<file path="src/rtl/i2c_cmd_pkg.sv">
package i2c_cmd_pkg;
  localparam int CMD_W   = 6;
  localparam int B_START = 0;
  localparam int B_TX    = 1;
  localparam int B_RX    = 3;
  localparam int B_LAST  = 4;
  localparam int B_STOP  = 5;

  typedef enum logic [1:0] {BIT_START, BIT_STOP, BIT_WR, BIT_RD} bit_op_e;
  typedef enum logic [2:0] {Q_NONE, Q_START, Q_TX, Q_RX, Q_STOP} q_op_e;
  typedef enum logic [1:0] {SQ_IDLE, SQ_START, SQ_BYTE, SQ_STOP} sq_state_e;
endpackage

</file>
<file path="src/rtl/i2c_cmd_queue.sv">
module i2c_cmd_queue
  import i2c_cmd_pkg::*;
#(
  parameter int W = CMD_W
) (
  input  logic         clk_i,
  input  logic         rst_ni,
  input  logic         wr_i,
  input  logic [W-1:0] wr_bits_i,
  input  logic         flush_i,
  input  logic         take_i,
  output q_op_e        next_op_o,
  output logic         next_last_o,
  output logic [W-1:0] pend_o
);
  localparam logic [W-1:0] CMD_MASK = W'((1 << B_START) | (1 << B_TX) | (1 << B_RX) |
                                         (1 << B_LAST) | (1 << B_STOP));

  logic [W-1:0] pend_q, take_mask, wr_mask;

  always_comb begin
    if (pend_q[B_START])     next_op_o = Q_START;
    else if (pend_q[B_TX])   next_op_o = Q_TX;
    else if (pend_q[B_RX])   next_op_o = Q_RX;
    else if (pend_q[B_STOP]) next_op_o = Q_STOP;
    else                     next_op_o = Q_NONE;
  end

  assign next_last_o = pend_q[B_LAST];

  always_comb begin
    take_mask = '0;
    if (take_i) begin
      case (next_op_o)
        Q_START: take_mask[B_START] = 1'b1;
        Q_TX:    take_mask[B_TX]    = 1'b1;
        Q_RX: begin
          take_mask[B_RX]   = 1'b1;
          take_mask[B_LAST] = 1'b1;
        end
        Q_STOP:  take_mask[B_STOP]  = 1'b1;
        default: take_mask = '0;
      endcase
    end
  end

  assign wr_mask = wr_i ? (wr_bits_i & CMD_MASK) : '0;

  always_ff @(posedge clk_i or negedge rst_ni) begin
    if (!rst_ni)      pend_q <= '0;
    else if (flush_i) pend_q <= '0;
    else              pend_q <= (pend_q & ~take_mask) | wr_mask;
  end

  assign pend_o = pend_q;


  flush_empty_chk: assert property (@(posedge clk_i) disable iff (!rst_ni)
    flush_i |=> (pend_q == '0));


  wr_held_chk: assert property (@(posedge clk_i) disable iff (!rst_ni)
    (wr_i && !flush_i && !take_i) |=>
      ((pend_q & $past(wr_bits_i & CMD_MASK)) == $past(wr_bits_i & CMD_MASK)));
endmodule

</file>
<file path="src/rtl/i2c_bit_phy.sv">
module i2c_bit_phy
  import i2c_cmd_pkg::*;
#(
  parameter int PHASES = 4
) (
  input  logic    clk_i,
  input  logic    rst_ni,
  input  logic    tick_i,
  input  logic    go_i,
  input  bit_op_e op_i,
  input  logic    val_i,
  input  logic    scl_i,
  input  logic    sda_i,
  output logic    scl_o,
  output logic    sda_o,
  output logic    done_o,
  output logic    rx_o,
  output logic    arb_o
);
  localparam int PH_W = $clog2(PHASES);
  localparam logic [PH_W-1:0] PH_LAST = PH_W'(PHASES - 1);

  logic            busy_q, val_q, scl_q, sda_q, done_q, rx_q, arb_q;
  logic [PH_W-1:0] phase_q;
  bit_op_e         op_q;
  logic            scl_n, sda_n, dbit, lost;

  // phase 0: SCL low, 1..2: SCL high, 3: SCL low (data ops)
  always_comb begin
    dbit  = (op_q == BIT_WR) ? val_q : 1'b1;
    scl_n = scl_q;
    sda_n = sda_q;
    case (op_q)
      BIT_START: begin
        scl_n = (phase_q == 2'd1) || (phase_q == 2'd2);
        sda_n = (phase_q <= 2'd1);
      end
      BIT_STOP: begin
        scl_n = (phase_q != 2'd0);
        sda_n = (phase_q >= 2'd2);
      end
      default: begin
        scl_n = (phase_q == 2'd1) || (phase_q == 2'd2);
        sda_n = dbit;
      end
    endcase
  end

  assign lost = (op_q == BIT_WR) && val_q && scl_i && !sda_i;

  always_ff @(posedge clk_i or negedge rst_ni) begin
    if (!rst_ni) begin
      busy_q  <= 1'b0;
      phase_q <= '0;
      op_q    <= BIT_RD;
      val_q   <= 1'b1;
      scl_q   <= 1'b1;
      sda_q   <= 1'b1;
      done_q  <= 1'b0;
      rx_q    <= 1'b1;
      arb_q   <= 1'b0;
    end else begin
      done_q <= 1'b0;
      arb_q  <= 1'b0;
      if (!busy_q && go_i) begin
        busy_q  <= 1'b1;
        op_q    <= op_i;
        val_q   <= val_i;
        phase_q <= '0;
      end else if (busy_q && tick_i) begin
        if (phase_q == PH_LAST) begin
          rx_q    <= sda_i;
          done_q  <= 1'b1;
          busy_q  <= 1'b0;
          phase_q <= '0;
          if (lost) begin
            arb_q <= 1'b1;
            scl_q <= 1'b1;
            sda_q <= 1'b1;
          end else begin
            scl_q <= scl_n;
            sda_q <= sda_n;
          end
        end else begin
          scl_q   <= scl_n;
          sda_q   <= sda_n;
          phase_q <= phase_q + 1'b1;
        end
      end
    end
  end

  assign scl_o  = scl_q;
  assign sda_o  = sda_q;
  assign done_o = done_q;
  assign rx_o   = rx_q;
  assign arb_o  = arb_q;


  scl_on_tick_chk: assert property (@(posedge clk_i) disable iff (!rst_ni)
    !tick_i |=> $stable(scl_q));


  sda_low_scl_chk: assert property (@(posedge clk_i) disable iff (!rst_ni)
    (busy_q && (op_q == BIT_WR || op_q == BIT_RD) && !$stable(sda_q)) |-> !scl_q);
endmodule

</file>
<file path="src/rtl/i2c_byte_seq.sv">
module i2c_byte_seq
  import i2c_cmd_pkg::*;
#(
  parameter int DATA_W = 8
) (
  input  logic              clk_i,
  input  logic              rst_ni,
  input  q_op_e             next_op_i,
  input  logic              next_last_i,
  input  logic [DATA_W-1:0] tx_byte_i,
  input  logic              bit_done_i,
  input  logic              bit_rx_i,
  input  logic              bit_arb_i,
  output logic              take_o,
  output logic              flush_o,
  output logic              bit_go_o,
  output bit_op_e           bit_op_o,
  output logic              bit_val_o,
  output logic [DATA_W-1:0] rx_byte_o,
  output logic              ev_tx_ack_o,
  output logic              ev_tx_nak_o,
  output logic              ev_rx_done_o,
  output logic              ev_stop_o,
  output logic              ev_arb_o
);
  localparam int CW = $clog2(DATA_W + 1);
  localparam logic [CW-1:0] CNT_ACK = CW'(DATA_W);

  sq_state_e         state_q;
  logic              is_tx_q, last_q, launched_q;
  logic [DATA_W-1:0] sh_q, rx_q;
  logic [CW-1:0]     cnt_q;
  logic              ack_q, nak_q, rxd_q, stp_q, arb_q;

  assign take_o   = (state_q == SQ_IDLE) && (next_op_i != Q_NONE);
  assign flush_o  = (state_q != SQ_IDLE) && bit_done_i && bit_arb_i;
  assign bit_go_o = (state_q != SQ_IDLE) && !launched_q;

  always_comb begin
    bit_op_o  = BIT_RD;
    bit_val_o = 1'b1;
    case (state_q)
      SQ_START: bit_op_o = BIT_START;
      SQ_STOP:  bit_op_o = BIT_STOP;
      SQ_BYTE: begin
        if (cnt_q < CNT_ACK) begin
          bit_op_o  = is_tx_q ? BIT_WR : BIT_RD;
          bit_val_o = is_tx_q ? sh_q[DATA_W-1] : 1'b1;
        end else begin
          bit_op_o  = is_tx_q ? BIT_RD : BIT_WR;
          bit_val_o = is_tx_q ? 1'b1 : last_q;
        end
      end
      default: bit_op_o = BIT_RD;
    endcase
  end

  always_ff @(posedge clk_i or negedge rst_ni) begin
    if (!rst_ni) begin
      state_q    <= SQ_IDLE;
      is_tx_q    <= 1'b0;
      last_q     <= 1'b0;
      launched_q <= 1'b0;
      sh_q       <= '0;
      rx_q       <= '0;
      cnt_q      <= '0;
      ack_q      <= 1'b0;
      nak_q      <= 1'b0;
      rxd_q      <= 1'b0;
      stp_q      <= 1'b0;
      arb_q      <= 1'b0;
    end else begin
      ack_q <= 1'b0;
      nak_q <= 1'b0;
      rxd_q <= 1'b0;
      stp_q <= 1'b0;
      arb_q <= 1'b0;
      if (state_q == SQ_IDLE) begin
        launched_q <= 1'b0;
        cnt_q      <= '0;
        if (take_o) begin
          case (next_op_i)
            Q_START: state_q <= SQ_START;
            Q_TX: begin
              state_q <= SQ_BYTE;
              is_tx_q <= 1'b1;
              sh_q    <= tx_byte_i;
            end
            Q_RX: begin
              state_q <= SQ_BYTE;
              is_tx_q <= 1'b0;
              last_q  <= next_last_i;
            end
            Q_STOP:  state_q <= SQ_STOP;
            default: state_q <= SQ_IDLE;
          endcase
        end
      end else begin
        if (bit_go_o) launched_q <= 1'b1;
        if (bit_done_i) begin
          launched_q <= 1'b0;
          if (bit_arb_i) begin
            arb_q   <= 1'b1;
            state_q <= SQ_IDLE;
          end else begin
            case (state_q)
              SQ_START: state_q <= SQ_IDLE;
              SQ_STOP: begin
                stp_q   <= 1'b1;
                state_q <= SQ_IDLE;
              end
              SQ_BYTE: begin
                if (cnt_q < CNT_ACK) begin
                  sh_q  <= {sh_q[DATA_W-2:0], bit_rx_i};
                  cnt_q <= cnt_q + 1'b1;
                end else begin
                  state_q <= SQ_IDLE;
                  if (is_tx_q) begin
                    ack_q <= !bit_rx_i;
                    nak_q <= bit_rx_i;
                  end else begin
                    rxd_q <= 1'b1;
                    rx_q  <= sh_q;
                  end
                end
              end
              default: state_q <= SQ_IDLE;
            endcase
          end
        end
      end
    end
  end

  assign rx_byte_o    = rx_q;
  assign ev_tx_ack_o  = ack_q;
  assign ev_tx_nak_o  = nak_q;
  assign ev_rx_done_o = rxd_q;
  assign ev_stop_o    = stp_q;
  assign ev_arb_o     = arb_q;


  one_event_chk: assert property (@(posedge clk_i) disable iff (!rst_ni)
    $onehot0({ack_q, nak_q, rxd_q, stp_q, arb_q}));


  pulse_len_chk: assert property (@(posedge clk_i) disable iff (!rst_ni)
    (ack_q || nak_q || rxd_q || stp_q) |=> !(ack_q || nak_q || rxd_q || stp_q));
endmodule

</file>
<file path="src/rtl/i2c_cmd_engine.sv">
module i2c_cmd_engine
  import i2c_cmd_pkg::*;
#(
  parameter int DATA_W = 8,
  parameter int PHASES = 4
) (
  input  logic              clk_i,
  input  logic              rst_ni,
  input  logic              cmd_we_i,
  input  logic [CMD_W-1:0]  cmd_i,
  input  logic [DATA_W-1:0] tx_byte_i,
  input  logic              tick_i,
  output logic              scl_o,
  output logic              sda_o,
  input  logic              scl_i,
  input  logic              sda_i,
  output logic [DATA_W-1:0] rx_byte_o,
  output logic [CMD_W-1:0]  pend_o,
  output logic              ev_tx_ack_o,
  output logic              ev_tx_nak_o,
  output logic              ev_rx_done_o,
  output logic              ev_stop_o,
  output logic              ev_arb_lost_o
);
  q_op_e   next_op;
  logic    next_last, take, flush;
  logic    bit_go, bit_val, bit_done, bit_rx, bit_arb;
  bit_op_e bit_op;

  i2c_cmd_queue #(.W(CMD_W)) u_queue (
    .clk_i      (clk_i),
    .rst_ni     (rst_ni),
    .wr_i       (cmd_we_i),
    .wr_bits_i  (cmd_i),
    .flush_i    (flush),
    .take_i     (take),
    .next_op_o  (next_op),
    .next_last_o(next_last),
    .pend_o     (pend_o)
  );

  i2c_byte_seq #(.DATA_W(DATA_W)) u_seq (
    .clk_i       (clk_i),
    .rst_ni      (rst_ni),
    .next_op_i   (next_op),
    .next_last_i (next_last),
    .tx_byte_i   (tx_byte_i),
    .bit_done_i  (bit_done),
    .bit_rx_i    (bit_rx),
    .bit_arb_i   (bit_arb),
    .take_o      (take),
    .flush_o     (flush),
    .bit_go_o    (bit_go),
    .bit_op_o    (bit_op),
    .bit_val_o   (bit_val),
    .rx_byte_o   (rx_byte_o),
    .ev_tx_ack_o (ev_tx_ack_o),
    .ev_tx_nak_o (ev_tx_nak_o),
    .ev_rx_done_o(ev_rx_done_o),
    .ev_stop_o   (ev_stop_o),
    .ev_arb_o    (ev_arb_lost_o)
  );

  i2c_bit_phy #(.PHASES(PHASES)) u_phy (
    .clk_i (clk_i),
    .rst_ni(rst_ni),
    .tick_i(tick_i),
    .go_i  (bit_go),
    .op_i  (bit_op),
    .val_i (bit_val),
    .scl_i (scl_i),
    .sda_i (sda_i),
    .scl_o (scl_o),
    .sda_o (sda_o),
    .done_o(bit_done),
    .rx_o  (bit_rx),
    .arb_o (bit_arb)
  );


  arb_release_chk: assert property (@(posedge clk_i) disable iff (!rst_ni)
    ev_arb_lost_o |-> (scl_o && sda_o && pend_o == '0));


  stop_release_chk: assert property (@(posedge clk_i) disable iff (!rst_ni)
    ev_stop_o |-> (scl_o && sda_o));
endmodule

</file>
<file path="config.mk">
export PLATFORM = sky130hd
export DESIGN_NAME = i2c_cmd_engine
export DESIGN_NICKNAME = d
export VERILOG_FILES = /design/src/rtl/i2c_cmd_pkg.sv /design/src/rtl/i2c_cmd_queue.sv /design/src/rtl/i2c_bit_phy.sv /design/src/rtl/i2c_byte_seq.sv /design/src/rtl/i2c_cmd_engine.sv
export SDC_FILE = /design/constraint.sdc
export NUM_CORES = 1
export LEC_CHECK = 0
export ABC_CLOCK_PERIOD_IN_PS = 3560
export BUFFER_PORTS_ARGS = -buffer_cell sky130_fd_sc_hd__buf_4
export CAP_MARGIN = 30
export CORE_UTILIZATION = 40
export CTS_BUF_LIST = sky130_fd_sc_hd__clkbuf_4
export DETAILED_ROUTE_END_ITERATION = 12
export PLACE_DENSITY = 0.69
export REMOVE_ABC_BUFFERS = 1
export SETUP_SLACK_MARGIN = 0.05
export SYNTH_ARGS = -nofsm -noshare
export SYNTH_HDL_FRONTEND = slang
export SYNTH_SLANG_ARGS = --single-unit
</file>
<file path="constraint.sdc">
create_clock -name clk_i -period 3.56 [get_ports clk_i]
set_clock_uncertainty 0.15 [all_clocks]
set_input_delay 0.356 -clock clk_i [delete_from_list [all_inputs] [get_ports clk_i]]
set_output_delay 0.356 -clock clk_i [all_outputs]
set_load 0.05 [all_outputs]
</file>
==> results of run 1 <==
## worst paths after layout
kind                                        endpoint  slack (ns)
setup reg to reg           u_seq.sh_q[4]$_DFFE_PN0P_        1.41
max in group asynchronous    u_phy.sda_o$_DFFE_PN1P_        2.49
hold / removal               u_phy.scl_o$_DFFE_PN1P_        0.08
min in group asynchronous  u_seq.sh_q[2]$_DFFE_PN0P_        0.38
setup / recovery           u_seq.sh_q[4]$_DFFE_PN0P_        1.41
hold reg to reg              u_phy.sda_o$_DFFE_PN1P_        0.35
## routing by layer
| metal | GRT usage [%] | share of wire, % | up-vias | wire length [um] |
|---|---|---|---|---|
| met5 | 0 | 0 | - | 0 |
| met4 | 5.14 | 1.0 | 0 | 40 |
| met3 | 4.23 | 3.9 | 5 | 153 |
| met2 | 24.8 | 49 | 28 | 1910 |
| met1 | 23.0 | 46 | 720 | 1820 |
| li1 | - | - | 746 | - |
## power breakdown
group / total (mW) / switching, mW / leakage (nW) / internal (mW)
Clock: 0.240 / 0.158 / 0.0331 / 0.0821
Combinational: 0.561 / 0.288 / 0.605 / 0.273
Sequential: 0.873 / 0.181 / 0.563 / 0.692
Total: 1.67 / 0.627 / 1.20 / 1.05
## layout by cell type (no fill, tap or decap), drive strengths merged
master	n
nor3b	1
mux2	26
or2	1
nor3	4
a21oi	11
conb	1
or3	1
dfstp	6
mux2i	2
nand3	4
and3	1
ha	6
o22ai	2
o31a	1
nor2	10
or4b	1
dlygate4sd3	1
buf	39
nand3b	1
nor4bb	1
and2	1
a41oi	3
a22o	2
nand2b	1
clkinv	2
clkbuf	6
or3b	4
nor2b	3
o21ai	9
nor4b	1
a22oi	3
dfrtp	40
nand2	12
o31ai	7
and4bb	1
inv	9
nand4	1
## worst reg2reg max path: cells and delay by family (launching register included)
kind	cells	cell delay, ns
multiplexers	1	0.39
AO/OA/AOI/OAI	1	0.16
flip-flops	1	0.58
AND/OR/NAND/NOR	1	0.77
## cells by family (layout without fill, tap and decap cells)
kind of cell / after synthesis / after routing
flops: 46 / 46
compound gates: 38 / 38
fa+ha+maj: 6 / 6
other cells: 1 / 1
simple gates: 49 / 49
buf+inv: 18 / 57
mux: 28 / 28
## state kept, by name, indices dropped and copies added (netlist names), 2 cells and up
register         cells
u_seq.rx_byte_o      8
u_seq.sh_q           8
u_queue.pend_o       5
u_seq.cnt_q          4
u_phy.op_q           2
u_phy.phase_q        2
u_seq.state_q        2
## through the flow
stage / instances / hold slack, ns / instance area, um^2
6_report: 295 / 0.0787 / 2550
5_1_grt: 295 / 0.0727 / 2550
4_1_cts: 295 / 0.0796 / 2550
3_5_place_dp: 286 / 0.244 / 2490
3_3_place_gp: 286 / 0.250 / 2490
2_1_floorplan: 177 / -0.0896 / 2110
## layout make-up
class                           count  share of cell area, %
Sequential cell                    46                   45.4
Clock inverter                      2                  0.343
Inverter                            9                   1.32
Tap cell                           70                   3.43
Clock buffer                        6                   1.76
Multi-Input combinational cell    122                   35.9
Timing Repair Buffer               40                   11.9
## repair_timing
item                                   in CTS  in global routing
buffers inserted                            0                  0
endpoints found under the hold margin      40                  0
hold buffers                                1                  0
==> flow_summary.json, run 1 <==
{
  "fin_setup_tns_ns": 0,
  "htree_levels": 2,
  "maxSlewViolCount": 0,
  "cts_root_buffer": "clkbuf_4",
  "dieHeight_um": 75.4,
  "cts.sinks": 46,
  "yosysTopAreaCellShare_pct": 46.5,
  "finalCritPeriodShare_pct": 60.4,
  "netlist_top_cells_count": "dfrtp_1, mux2_2, nand2_1",
  "clk_pin_slew_worst_paths_ns": 0.13,
  "start_util_pct": 41.9,
  "multi_input_area_um2": 916,
  "cts_buffers": 5,
  "register_area_um2": 1160,
  "cp-startpoint": "u_seq.state_q[0]$_DFFE_PN0P_",
  "rsz0062_at_grt": "false",
  "synth_compound_area_share_pct": 11.8,
  "drc": 0,
  "diodes": 0,
  "netlist_area_um2": 2150,
  "nFillCells": 504,
  "clock.fmax_ghz": 0.465,
  "ys_seq_elements": 46,
  "core.rowCount": 26,
  "io_pins": 41,
  "maxCapViolCount": 0,
  "avgViaCountPerCell": 5.08,
  "layout-drive-gt1-share_pct": 37.8,
  "cp_num_buf_inv": 0,
  "hold_depth": 2,
  "peakVddDrop_mv": 0.278,
  "ff2ff_path_depth": 3,
  "timing.final.ws_setup_ns": 1.41,
  "cp_data_required_time_ns": 3.65,
  "status": "finished, final reports clean",
  "synth-simple-area-share_pct": 12.6,
  "synth_ff_type": "dfrtp_1",
  "grt_max_degree": 47,
  "min-delay-start": "tick_i",
  "place_congestion": 0.748,
  "grt_overflow_total": 0,
  "synthXorXnorAreaFrac_pct": 0,
  "yosys.area.top_type": "dfrtp_1",
  "grtUsageTotal_pct": 16.3,
  "async_flop_share_pct": 100,
  "cp-end-kind": "flip-flop",
  "finalPower_mw": 1.67,
  "route.vias.total": 1499,
  "core_um2": 5140,
  "syn_area_per_cell_um2": 11.6,
  "max-slew-margin-rel_pct": 61.7,
  "place_ws_ns": 1.42,
  "cpPeakStageDelay_ns": 0.76,
  "portBuffers": 38,
  "crit_path_top_delay_cell": "or4b_2",
  "synth_area_leaders": "dfrtp_1, mux2_2, dfstp_2",
  "synth_edf_count": 0,
  "final_nets": 250,
  "area_growth_pct": 18.6,
  "synth_top_family_by_area": "multiplexers",
  "die_area_um2": 5680,
  "p_leak_nw": 1.20,
  "routed_wl_mm": 3.92,
  "worst_slew_pin_slew_ns": 0.574,
  "crit_fanout": 16,
  "yosys_warnings": 0,
  "fp.dieW_um": 75.4,
  "cts_tree": "built",
  "hold_viol_final": 0,
  "synthAdderAreaFrac_pct": 3.49,
  "cp.depth": 3,
  "yosysMostFrequentCell": "dfrtp_1",
  "cts_resized": 0,
  "dpl.hpwl_mm": 2.79,
  "r2r_start": "u_seq.state_q[0]$_DFFE_PN0P_",
  "clk_path_buf_depth": 2,
  "path_delay_family": "simple AND/OR/NAND/NOR gates",
  "power_density_nw_per_um2": 656,
  "synth_cell_types": 38,
  "grt_pass1_vias": 1495,
  "crit_type": "reg2reg",
  "hp-class": "in2reg",
  "antenna_found_initial": 0,
  "grt_first_pass_wirelength_mm": 6.99,
  "wire_per_inst_um": 13.3,
  "dr.pass1.iters": 4,
  "final_util_pct": 49.7,
  "worstPathArrival_ns": 2.24,
  "yosysSeqAreaShare_pct": 53.8,
  "fin_crit_ns": 2.15,
  "drt-initial-drc-count": 106,
  "setup_viol_count_final": 0,
  "drt.antenna.violating_nets": 0,
  "synth.area.mux_share_pct": 14.5,
  "clkLatencyLatePin_ns": 0.35,
  "cp-start-kind": "flip-flop",
  "netlist_instances": 186,
  "crit_chain": "or4b_2 -> o31ai_4 -> mux2_2"
}
No activity file was read; power rests on OpenSTA's default activity.
==> run 2: changes to the inputs <==
ABC_CLOCK_PERIOD_IN_PS = 2009   (was 3560)
clock period = 2.01 ns   (was 3.56 ns; I/O delays follow)
==> run 2 against run 1 <==
Power up 88%. Setup slack worse by 1.3 ns. Die area unchanged. Core utilization up 4.5 points.
==> flow_summary.json, run 2 (synthesized netlist as in run 1, its figures left out) <==
{
  "io_pins": 41,
  "place_ws_ns": 0.0955,
  "final_nets": 274,
  "drt.antenna.violating_nets": 0,
  "register_area_um2": 1160,
  "cp_num_buf_inv": 1,
  "crit_type": "reg2reg",
  "design_area_um2": 2780,
  "clk_path_buf_depth": 2,
  "gr-usage-met1_pct": 22.2,
  "routed_wl_mm": 4.32,
  "dieHeight_um": 75.4,
  "cts_buffers": 5,
  "worst_slew_pin_slew_ns": 0.582,
  "multi_input_area_um2": 920,
  "fp.dieW_um": 75.4,
  "maxSlewViolCount": 0,
  "hold_depth": 3,
  "holdPathEnd": "u_seq.sh_q[1]$_DFFE_PN0P_",
  "nFillCells": 478,
  "fin_crit_ns": 1.87,
  "cts_root_buffer": "clkbuf_4",
  "final_common_cell": "buf_4",
  "area_growth_pct": 29.3,
  "crit_fanout": 8,
  "start_util_pct": 41.9,
  "cp.depth": 4,
  "min-delay-start": "tx_byte_i[1]",
  "htree_levels": 2,
  "avgViaCountPerCell": 5.06,
  "met3_usage_pct": 4.50,
  "portBuffers": 38,
  "grt_pass1_vias": 1628,
  "die_area_um2": 5680,
  "core_um2": 5140,
  "cpPeakStageDelay_ns": 0.46,
  "grtUsageTotal_pct": 16.9,
  "hold_viol_final": 0,
  "drt-initial-drc-count": 83,
  "r2r_setup_slack_ns": 0.14,
  "cp-start-kind": "flip-flop",
  "grt_max_degree": 47,
  "cp-end-kind": "flip-flop",
  "drc": 0,
  "path_delay_family": "simple AND/OR/NAND/NOR gates",
  "dpl.hpwl_mm": 2.98,
  "reg2reg_to": "u_seq.sh_q[5]$_DFFE_PN0P_",
  "status": "finished, final reports clean",
  "ff2ff_path_depth": 4,
  "setup_viol_count_final": 0,
  "peakVddDrop_mv": 0.511,
  "max-slew-margin-rel_pct": 61.2,
  "power_density_nw_per_um2": 1130,
  "crit_path_top_delay_cell": "or3b_1",
  "finalCritPeriodShare_pct": 93.1,
  "cts_tree": "built",
  "wire_per_inst_um": 13.5,
  "layout_common_cells": "buf_4, dfrtp_1, mux2_2, nand2_1, dlygate4sd3_1",
  "postPlaceCellArea_um2": 2580,
  "layout-drive-gt1-share_pct": 39.8,
  "antenna_found_initial": 0,
  "cp_data_required_time_ns": 2.09,
  "grt_overflow_total": 0,
  "clk_pin_slew_worst_paths_ns": 0.12,
  "use_met2_pct": 28.2,
  "p_leak_nw": 1.31,
  "core.rowCount": 26,
  "route.vias.total": 1613,
  "timing.final.ws_setup_ns": 0.139,
  "place_congestion": 0.769,
  "dr.pass1.iters": 4,
  "maxCapViolCount": 0,
  "grt-busiest-layer": "met2",
  "cts.sinks": 46,
  "crit_chain": "or3b_1 -> o31ai_4 -> buf_12 -> mux2_2",
  "grt_first_pass_wirelength_mm": 7.26,
  "clock.fmax_ghz": 0.535,
  "diodes": 0,
  "worstPathArrival_ns": 1.95,
  "rsz0062_at_grt": "false",
  "r2r_start": "u_seq.cnt_q[3]$_DFFE_PN0P_",
  "hp-class": "in2reg",
  "clkLatencyLatePin_ns": 0.34
}
==> run 2: worst max path at each step <==
stage | startpoint | to | slack (ns)
global route | u_seq.cnt_q[3]$_DFFE_PN0P_ | u_seq.sh_q[0]$_DFFE_PN0P_ | 0.1
finish | u_seq.cnt_q[3]$_DFFE_PN0P_ | u_seq.sh_q[5]$_DFFE_PN0P_ | 0.14
global placement | u_queue.pend_o[0]$_DFF_PN0_ | u_seq.sh_q[2]$_DFFE_PN0P_ | 0.10
floorplan | u_queue.pend_o[1]$_DFF_PN0_ | u_seq.sh_q[0]$_DFFE_PN0P_ | -0.16
detailed placement | u_queue.pend_o[0]$_DFF_PN0_ | u_seq.sh_q[0]$_DFFE_PN0P_ | 0.1
CTS | u_seq.cnt_q[3]$_DFFE_PN0P_ | u_seq.sh_q[5]$_DFFE_PN0P_ | 0.07
==> run 2: power breakdown <==
group	switching (mW)	leakage, nW	total, mW	internal (mW)
Clock	0.272	0.0368	0.453	0.181
Combinational	0.638	0.714	1.23	0.588
Sequential	0.242	0.563	1.47	1.23
Total	1.15	1.31	3.15	1.99
==> run 2: cell type report <==
type                       count  share of cell area [%]
clock buffer                   8                    2.16
inverter                       9                    1.21
tap                           70                    3.15
timing repair buffer          64                    18.8
sequential                    46                    41.6
multi-input combinational    122                    33.0
==> run 2: metrics by stage <==
stage               instances  power, mW  setup TNS (ns)  util (%)  hold WS [ns]
floorplan                 177       2.25           -1.25         -        -0.245
global placement          298       2.64               0      50.2        0.0939
detailed placement        298       2.68               0      50.2        0.0910
CTS                       317       3.14               0      53.5       0.00128
global route              319       3.38               0      54.1        0.0521
finish                    319       3.15               0      54.1        0.0658
==> run 2: per-layer routing <==
| metal | routed length (um) | vias to the layer above |
|---|---|---|
| li1 | - | 790 |
| met1 | 1990 | 787 |
| met2 | 2170 | 30 |
| met3 | 118 | 6 |
| met4 | 37 | 0 |
| met5 | 0 | - |
==> run 2: tightest hold or removal path, delay by kind of cell <==
kind	cells	cell delay [ns]
buffers and inverters	1	0.07
multiplexers	2	0.25
==> run 2: timing repair <==
action / CTS / global route
endpoints found under the hold margin: 49 / 1
buffers inserted: 0 / 1
gates resized for setup: 0 / 1
setup endpoints to repair: 0 / 8
hold buffers: 11 / 1
